[config.mk]
export PLATFORM = sky130hd
export DESIGN_NAME = ocu_channel
export DESIGN_NICKNAME = d
export VERILOG_FILES = /design/src/rtl/ocu_pkg.sv /design/src/rtl/ocu_cmp_store.sv /design/src/rtl/ocu_match.sv /design/src/rtl/ocu_pin.sv /design/src/rtl/ocu_channel.sv
export SDC_FILE = /design/constraint.sdc
export NUM_CORES = 1
export LEC_CHECK = 0
export ABC_AREA = 1
export CORE_UTILIZATION = 45
export CTS_BUF_LIST = sky130_fd_sc_hd__clkbuf_4
export CTS_CLUSTER_SIZE = 30
export DETAILED_ROUTE_END_ITERATION = 10
export GPL_ROUTABILITY_DRIVEN = 0
export GPL_TIMING_DRIVEN = 1
export PLACE_DENSITY = 0.86
export SLEW_MARGIN = 30
export SYNTH_ARGS = -nofsm -noshare
export SYNTH_HDL_FRONTEND = slang
export SYNTH_HIERARCHICAL = 1
export SYNTH_SLANG_ARGS = --single-unit
export TNS_END_PERCENT = 5
[constraint.sdc]
create_clock -name clk -period 3.3 [get_ports clk]
set_input_delay 0.33 -clock clk [delete_from_list [all_inputs] [get_ports clk]]
set_output_delay 0.33 -clock clk [all_outputs]
set_load 0.1 [all_outputs]
[src/rtl/ocu_pkg.sv]
package ocu_pkg;

  typedef enum logic [1:0] {
    OM_HOLD   = 2'b00,
    OM_TOGGLE = 2'b01,
    OM_CLEAR  = 2'b10,
    OM_SET    = 2'b11
  } outmode_e;

  // Next pin level for a compare event under a given action code
  function automatic logic pin_next(input outmode_e mode, input logic cur);
    case (mode)
      OM_TOGGLE: pin_next = ~cur;
      OM_CLEAR:  pin_next = 1'b0;
      OM_SET:    pin_next = 1'b1;
      default:   pin_next = cur;
    endcase
  endfunction

endpackage

[src/rtl/ocu_cmp_store.sv]
module ocu_cmp_store #(
  parameter int W = 16
) (
  input  logic         clk,
  input  logic         rst,
  input  logic         pwm_mode,
  input  logic         upd_at_top,
  input  logic         at_top,
  input  logic         at_bottom,
  input  logic         wr_en,
  input  logic [W-1:0] wr_data,
  output logic [W-1:0] active_o
);

  logic [W-1:0] shadow_q;
  logic [W-1:0] active_q;
  logic         boundary;

  // Boundary chosen by the counter block
  assign boundary = upd_at_top ? at_top : at_bottom;

  always_ff @(posedge clk) begin
    if (rst) begin
      shadow_q <= '0;
      active_q <= '0;
    end else begin
      if (wr_en) shadow_q <= wr_data;
      if (!pwm_mode) begin
        if (wr_en) active_q <= wr_data;
      end else if (boundary) begin
        active_q <= shadow_q;
      end
    end
  end

  assign active_o = active_q;

  assert_direct_write_R2: assert property (@(posedge clk) disable iff (rst)
    (!pwm_mode && wr_en) |=> (active_q == $past(wr_data)));

  assert_no_offbound_commit_R1: assert property (@(posedge clk) disable iff (rst)
    (pwm_mode && !(upd_at_top ? at_top : at_bottom)) |=> $stable(active_q));

  assert_only_by_write_R3: assert property (@(posedge clk) disable iff (rst)
    (!wr_en && !pwm_mode) |=> $stable(active_q));

endmodule

[src/rtl/ocu_match.sv]
module ocu_match #(
  parameter int W = 16
) (
  input  logic         clk,
  input  logic         rst,
  input  logic [W-1:0] cnt_val,
  input  logic [W-1:0] cmp_val,
  input  logic         flag_clr,
  output logic         hit_o,
  output logic         flag_o
);

  logic flag_q;

  assign hit_o = (cnt_val == cmp_val);

  always_ff @(posedge clk) begin
    if (rst)           flag_q <= 1'b0;
    else if (hit_o)    flag_q <= 1'b1;
    else if (flag_clr) flag_q <= 1'b0;
  end

  assign flag_o = flag_q;

  assert_flag_on_match_R4: assert property (@(posedge clk) disable iff (rst)
    (cnt_val == cmp_val) |=> flag_q);

  assert_clear_wins_alone_R5: assert property (@(posedge clk) disable iff (rst)
    (flag_clr && (cnt_val != cmp_val)) |=> !flag_q);

  assert_flag_sticky_R5: assert property (@(posedge clk) disable iff (rst)
    (flag_q && !flag_clr) |=> flag_q);

endmodule

[src/rtl/ocu_pin.sv]
module ocu_pin
  import ocu_pkg::*;
(
  input  logic     clk,
  input  logic     rst,
  input  logic     pwm_mode,
  input  outmode_e out_mode,
  input  logic     hit,
  input  logic     force_cmp,
  output logic     wave_o
);

  logic wave_q;
  logic event_now;

  // A force counts as an event only outside PWM modes
  assign event_now = hit | (force_cmp & ~pwm_mode);

  always_ff @(posedge clk) begin
    if (rst)            wave_q <= 1'b0;
    else if (event_now) wave_q <= pin_next(out_mode, wave_q);
  end

  assign wave_o = wave_q;

  assert_hold_disconnected_R7: assert property (@(posedge clk) disable iff (rst)
    (out_mode == OM_HOLD) |=> $stable(wave_q));

  assert_force_ignored_pwm_R9: assert property (@(posedge clk) disable iff (rst)
    (pwm_mode && !hit) |=> $stable(wave_q));

  assert_set_on_match_R6: assert property (@(posedge clk) disable iff (rst)
    (hit && out_mode == OM_SET) |=> wave_q);

  assert_clear_on_match_R6: assert property (@(posedge clk) disable iff (rst)
    (hit && out_mode == OM_CLEAR) |=> !wave_q);

  assert_force_acts_R8: assert property (@(posedge clk) disable iff (rst)
    (!pwm_mode && force_cmp && out_mode == OM_TOGGLE) |=> (wave_q != $past(wave_q)));

endmodule

[src/rtl/ocu_channel.sv]
module ocu_channel
  import ocu_pkg::*;
#(
  parameter int CNT_W = 16
) (
  input  logic             clk,
  input  logic             rst,
  input  logic [CNT_W-1:0] cnt_val,
  input  logic             at_top,
  input  logic             at_bottom,
  input  logic             upd_at_top,
  input  logic             pwm_mode,
  input  logic             cmp_wr,
  input  logic [CNT_W-1:0] cmp_wdata,
  input  logic [1:0]       out_mode,
  input  logic             force_cmp,
  input  logic             flag_clr,
  output logic             match_flag,
  output logic             wave_out,
  output logic [CNT_W-1:0] cmp_active
);

  logic [CNT_W-1:0] active_w;
  logic             hit_w;
  outmode_e         mode_w;

  assign mode_w = outmode_e'(out_mode);

  ocu_cmp_store #(.W(CNT_W)) u_store (
    .clk        (clk),
    .rst        (rst),
    .pwm_mode   (pwm_mode),
    .upd_at_top (upd_at_top),
    .at_top     (at_top),
    .at_bottom  (at_bottom),
    .wr_en      (cmp_wr),
    .wr_data    (cmp_wdata),
    .active_o   (active_w)
  );

  ocu_match #(.W(CNT_W)) u_match (
    .clk      (clk),
    .rst      (rst),
    .cnt_val  (cnt_val),
    .cmp_val  (active_w),
    .flag_clr (flag_clr),
    .hit_o    (hit_w),
    .flag_o   (match_flag)
  );

  ocu_pin u_pin (
    .clk       (clk),
    .rst       (rst),
    .pwm_mode  (pwm_mode),
    .out_mode  (mode_w),
    .hit       (hit_w),
    .force_cmp (force_cmp),
    .wave_o    (wave_out)
  );

  assign cmp_active = active_w;

  assert_force_no_flag_R8: assert property (@(posedge clk) disable iff (rst)
    (!match_flag && force_cmp && (cnt_val != cmp_active)) |=> !match_flag);

endmodule

# After elaboration in Yosys (flattened, before gate mapping)
# Index checks and enable logic that the tools add are counted.
dict set report totals {
  latch_bits 0
  out_inout_bits 18
  n_memories 0
  inputBits 43
  mem_bits_ro 0
  reg_bits 34
  wordCells 25
  ram_bits 0
}
dict set report classes {
  n_reduce_logical 5
  n_shift 0
  n_mul 0
  n_mux 7
  n_div 0
  add_sub_neg 0
  order_cmp 0
  n_bitwise 4
  eq_ne 5
}
# cell count
set op_table {}
lappend op_table {{$mux W16} 3}
lappend op_table {{$eq A16 B16 Y1} 1}
lappend op_table {{$eq A2 B2 Y1 const B} 2}
lappend op_table {{$reduce_and A2 Y1} 2}
lappend op_table {{$reduce_bool A2 Y1} 2}
lappend op_table {{$mux W1} 3}
lappend op_table {{$pmux W1 S3} 1}
lappend op_table {{$reduce_bool A3 Y1} 1}
lappend op_table {{$eq A2 B1 Y1 const B} 1}
lappend op_table {{$ne A2 B1 Y1 const B} 1}
lappend op_table {{$not A1 Y1} 2}
lappend op_table {{$and A1 B1 Y1} 1}
lappend op_table {{$or A1 B1 Y1} 1}

# Logic depth before layout (Yosys ltp)
dict set report logic_depth {
  depth_word 4
  ltp_mapped 13
  ltp_nobuf 13
}

# Hierarchy
# The synthesis kept the hierarchy.
# module seq_area_each_um2 cells_each area_per_inst_um2 instances
set by_module_without_submodules {}
lappend by_module_without_submodules {ocu_cmp_store 640.6 231 1591.5 1}
lappend by_module_without_submodules {ocu_match 20.0 95 377.9 1}
lappend by_module_without_submodules {ocu_pin 20.0 14 75.1 1}

# Worst setup path after synthesis
# No wires, ideal clock.
dict set report synth_timing {
  kind {reg2reg}
  from {reg u_store.active_q[9] (netlist: u_store/active_o[9])}
  to {reg u_pin.wave_q (netlist: u_pin/wave_o)}
  stages_incl_launch_ff 14
  required_time_ns 3.189
  setup_slack_ns 1.367
  arrival_ns 1.821
  n_path_buf 0
  setup_ns 0.111
  cell_sequence {dfxtp_1 -> inv_1 -> nand2_1 -> nand2_1 -> nor2_1 -> nand2_1 -> nor2_1 -> nand2_1 -> inv_1 -> inv_1 -> nand3_1 -> nand2_1 -> nor2_1 -> nor2_1}
}
dict set report synth_via {
  elab_chain_cells 3
}
# element line_no
set synth_lines {}
lappend synth_lines {{start, declared} ocu_cmp_store.sv:16} ;# logic [W-1:0] active_q;
lappend synth_lines {{start signal, assigned} ocu_cmp_store.sv:29} ;# if (wr_en) active_q <= wr_data;
lappend synth_lines {{start signal, assigned} ocu_cmp_store.sv:31} ;# active_q <= shadow_q;
lappend synth_lines {{$eq A16 B16 Y1} ocu_match.sv:15} ;# assign hit_o = (cnt_val == cmp_val);
lappend synth_lines {{named net hit_w} ocu_channel.sv:24} ;# logic hit_w;
lappend synth_lines {{$or A1 B1 Y1} ocu_pin.sv:17} ;# assign event_now = hit | (force_cmp & ~pwm_mode);
lappend synth_lines {{$reduce_and A2 Y1 (no line)} -}
lappend synth_lines {{end signal, assigned} ocu_pin.sv:21} ;# else if (event_now) wave_q <= pin_next(out_mode, wave_q);
lappend synth_lines {{end, declared} ocu_pin.sv:13} ;# logic wave_q;
# The timed path passes the listed nets, and every way through them passes these cells.
# A chain may end at the register's enable or synchronous reset.

# Final worst setup path
dict set report layout_timing {
  from {reg u_pin.wave_q (netlist: u_pin/wave_o)}
  to {out wave_out}
}
# element line_no
set layout_lines {}
lappend layout_lines {{end, declared} ocu_channel.sv:19} ;# output logic wave_out,
# No word-level cell between the ends.

==> flow_metrics.env <==
export IMPL_status="finished clean"
export IMPL_nNetsFinal=437
export IMPL_area_growth_pct=31.0
export IMPL_final_common_cell="nand2_1"
export IMPL_grt_setup_unrepaired="false"
export IMPL_hpwl_um=3210
export IMPL_min_to="u_match/flag_o"
export IMPL_worst_pin_slew_ps=974
export IMPL_finalWirelength_um=4390
export IMPL_fill_cells=433
export IMPL_crit_chain="clkdlybuf4s50_1"
export IMPL_overflow=0
export IMPL_io_pins=61
export IMPL_dp_cells=439
export IMPL_ys_warn_count=6
export IMPL_insertion_delay_ps=340
export IMPL_synth_cell_area_sq_um=2040
export IMPL_finalSetupTns_ps=0
export IMPL_grt_pass1_vias=1810
export IMPL_netlist_cell_type_count=15
export IMPL_clk_root_buffer_cell="clkbuf_4"
export IMPL_finalInstanceArea_sq_um=2680
export IMPL_grt_usage_pct=18.6
export IMPL_postCtsHoldBufs=0
export IMPL_max_stage_delay_ps=1150
export IMPL_critPathSlowestCell="clkdlybuf4s50_1"
export IMPL_pre_cts_ws_ps=1260
export IMPL_cts_buffer_depth=2
export IMPL_worstSetupStartpointType="flop"
export IMPL_cts_sinks=34
export IMPL_worst_slack_ps=1070
export IMPL_worstPathMaxFanout=4
export IMPL_clock_skew_ps=11.9
export IMPL_finalSetupViolations=0
export IMPL_yosysTopAreaCellShare_pct=33.3
export IMPL_drt_pass1_iterations=4
export IMPL_rr_endpoint="u_pin/wave_o"
export IMPL_htreeDepth=2
export IMPL_grt_pass1_wl_um=7460
export IMPL_worst_setup_path_end_kind="primary output"
export IMPL_cp_arrival_ps=1900
export IMPL_min_period_ps=2230
export IMPL_die_x_um=69.4
export IMPL_dieArea_sq_um=4820
export IMPL_cts_resized=0
export IMPL_drt_first_iter_violations=94
export IMPL_final_cell_mix="nand2_1, nor2_1, inv_1"
export IMPL_r2r_start="u_store/active_o[9]"
export IMPL_dpl_cell_area_sq_um=2630
export IMPL_peakVddDrop_mv=0.210
export IMPL_synthTopCellsByArea="dfxtp_1, nand2_1, nor2_1, inv_1, a21oi_1"
export IMPL_diodes=0
export IMPL_layout_drive_gt1_share_pct=6.60
export IMPL_tritoncts="yes"
export IMPL_hold_path_class="reg -> reg"
export IMPL_r2r_cells=13
export IMPL_min_from="u_match/flag_o"
export IMPL_critPathTopFamily="buffers and inverters"
export IMPL_relSlewSlack_pct=34.9
export IMPL_antenna_found_initial=0
export IMPL_hold_viol=0
export IMPL_synth_top_area_cell="dfxtp_1"
export IMPL_final_antenna_net_count=0
export IMPL_worstSetupPathType="reg -> out"
export IMPL_worstHoldPathCells=2
export IMPL_p_leak_nw=1.44
export IMPL_cts_inserted_buffers=5
export IMPL_ys_seq_area_share_pct=33.3
export IMPL_route_detailed_drc=0
export IMPL_period_share_pct=67.6
export IMPL_avgSynthCellArea_sq_um=6.01
export IMPL_dr_total_vias=2071
export IMPL_max_cap_violations=0
export IMPL_clk_pin_slew_worst_paths_ps=100
export IMPL_r2r_setup_slack_ps=1810
export IMPL_finalNonFillerCells=446
export IMPL_required_ps=2970
export IMPL_synth_nets=383
export IMPL_synth_cells=340
export IMPL_initial_core_util_pct=47.0
export IMPL_wire_per_inst_um=9.85
export IMPL_synth_seq_cells=34
export IMPL_slew_violations=0
export IMPL_power_density_nw_per_um2=402
export IMPL_portBuffers=60
export IMPL_post_cts_setup_buffer_count=0
export IMPL_vias_per_cell=4.64
export IMPL_core_area_sq_um=4350
export IMPL_rows=24
export IMPL_grt_max_degree=34
export IMPL_maxClockFrequency_mhz=448
export IMPL_die_y_um=69.4
export IMPL_crit_buf_inv=1
power by group:
group / internal, W / switching [W] / leakage [nW]
clock: 0.0000967 / 0.000132 / 0.0322
combinational: 0.000132 / 0.000249 / 1.13
sequential: 0.000442 / 0.0000250 / 0.282
total: 0.000671 / 0.000406 / 1.44
layer usage:
| layer | vias to the layer above | share of wire (%) | GRT usage [%] | wire length [um] |
|---|---|---|---|---|
| li1 | 1117 | - | - | - |
| met4 | 0 | 2.3 | 8.62 | 99 |
| met1 | 890 | 47 | 23.1 | 2060 |
| met5 | - | 0 | 0 | 0 |
| met2 | 53 | 45 | 30.5 | 2000 |
| met3 | 11 | 5.4 | 4.36 | 236 |
worst max path at each step:
stage                         start              endpoint  slack [ps]  cells past startpoint
6_report               u_pin/wave_o              wave_out        1070                      1
5_1_grt        u_store/active_o[14]        cmp_active[14]        1030                      1
3_3_place_gp               pwm_mode  u_store/active_o[15]        1290                      6
3_5_place_dp               pwm_mode  u_store/active_o[15]        1260                      6
2_1_floorplan   u_store/active_o[9]          u_pin/wave_o        1370                     13
4_1_cts        u_store/active_o[14]        cmp_active[14]        1070                      1
flip-flops by register name, indices dropped and copies added (netlist names):
signal / cells
u_pin/wave_o: 1
u_match/flag_o: 1
u_store/shadow_q: 16
u_store/active_o: 16
cell type report:
class / count / area, sq um / area share (%)
clock buffer: 7 / 52.6 / 1.96
inverter: 66 / 248 / 9.25
multi-input combinational: 223 / 1000 / 37.4
sequential: 34 / 681 / 25.4
tap: 52 / 65.1 / 2.43
timing repair buffer: 64 / 631 / 23.5
cell families (layout without fill, tap and decap cells):
| family | count (synthesis) | after routing | share of synthesized area, % |
|---|---|---|---|
| buffers and inverters | 83 | 137 | 17.7 |
| AO/OA/AOI/OAI | 50 | 50 | 12.4 |
| flip-flops | 34 | 34 | 33.3 |
| AND/OR/NAND/NOR | 173 | 173 | 36.6 |
through the flow:
stage | util, % | hold slack [ps] | power (W)
final | 61.5 | 488 | 0.00108
after global routing | 61.5 | 516 | 0.00113
after CTS | 61.5 | 489 | 0.00108
after detailed placement | 60.3 | 473 | 0.000857
after global placement | 60.3 | 467 | 0.000847
after floorplan | - | 392 | 0.000749
tightest hold or removal path, cell delays in order (launching register included):
cell and delay [ps]:
dfxtp_1 320, nand2_1 80, a21oi_2 50
cells in the mapped netlist, drive strengths merged:
cell	instances
nand3	18
inv	66
dfxtp	34
nand3b	1
nand2	82
clkbuf	5
nor2	71
or2	1
a21oi	34
buf	12
o21ai	16
(Power assumes the default switching activity.)
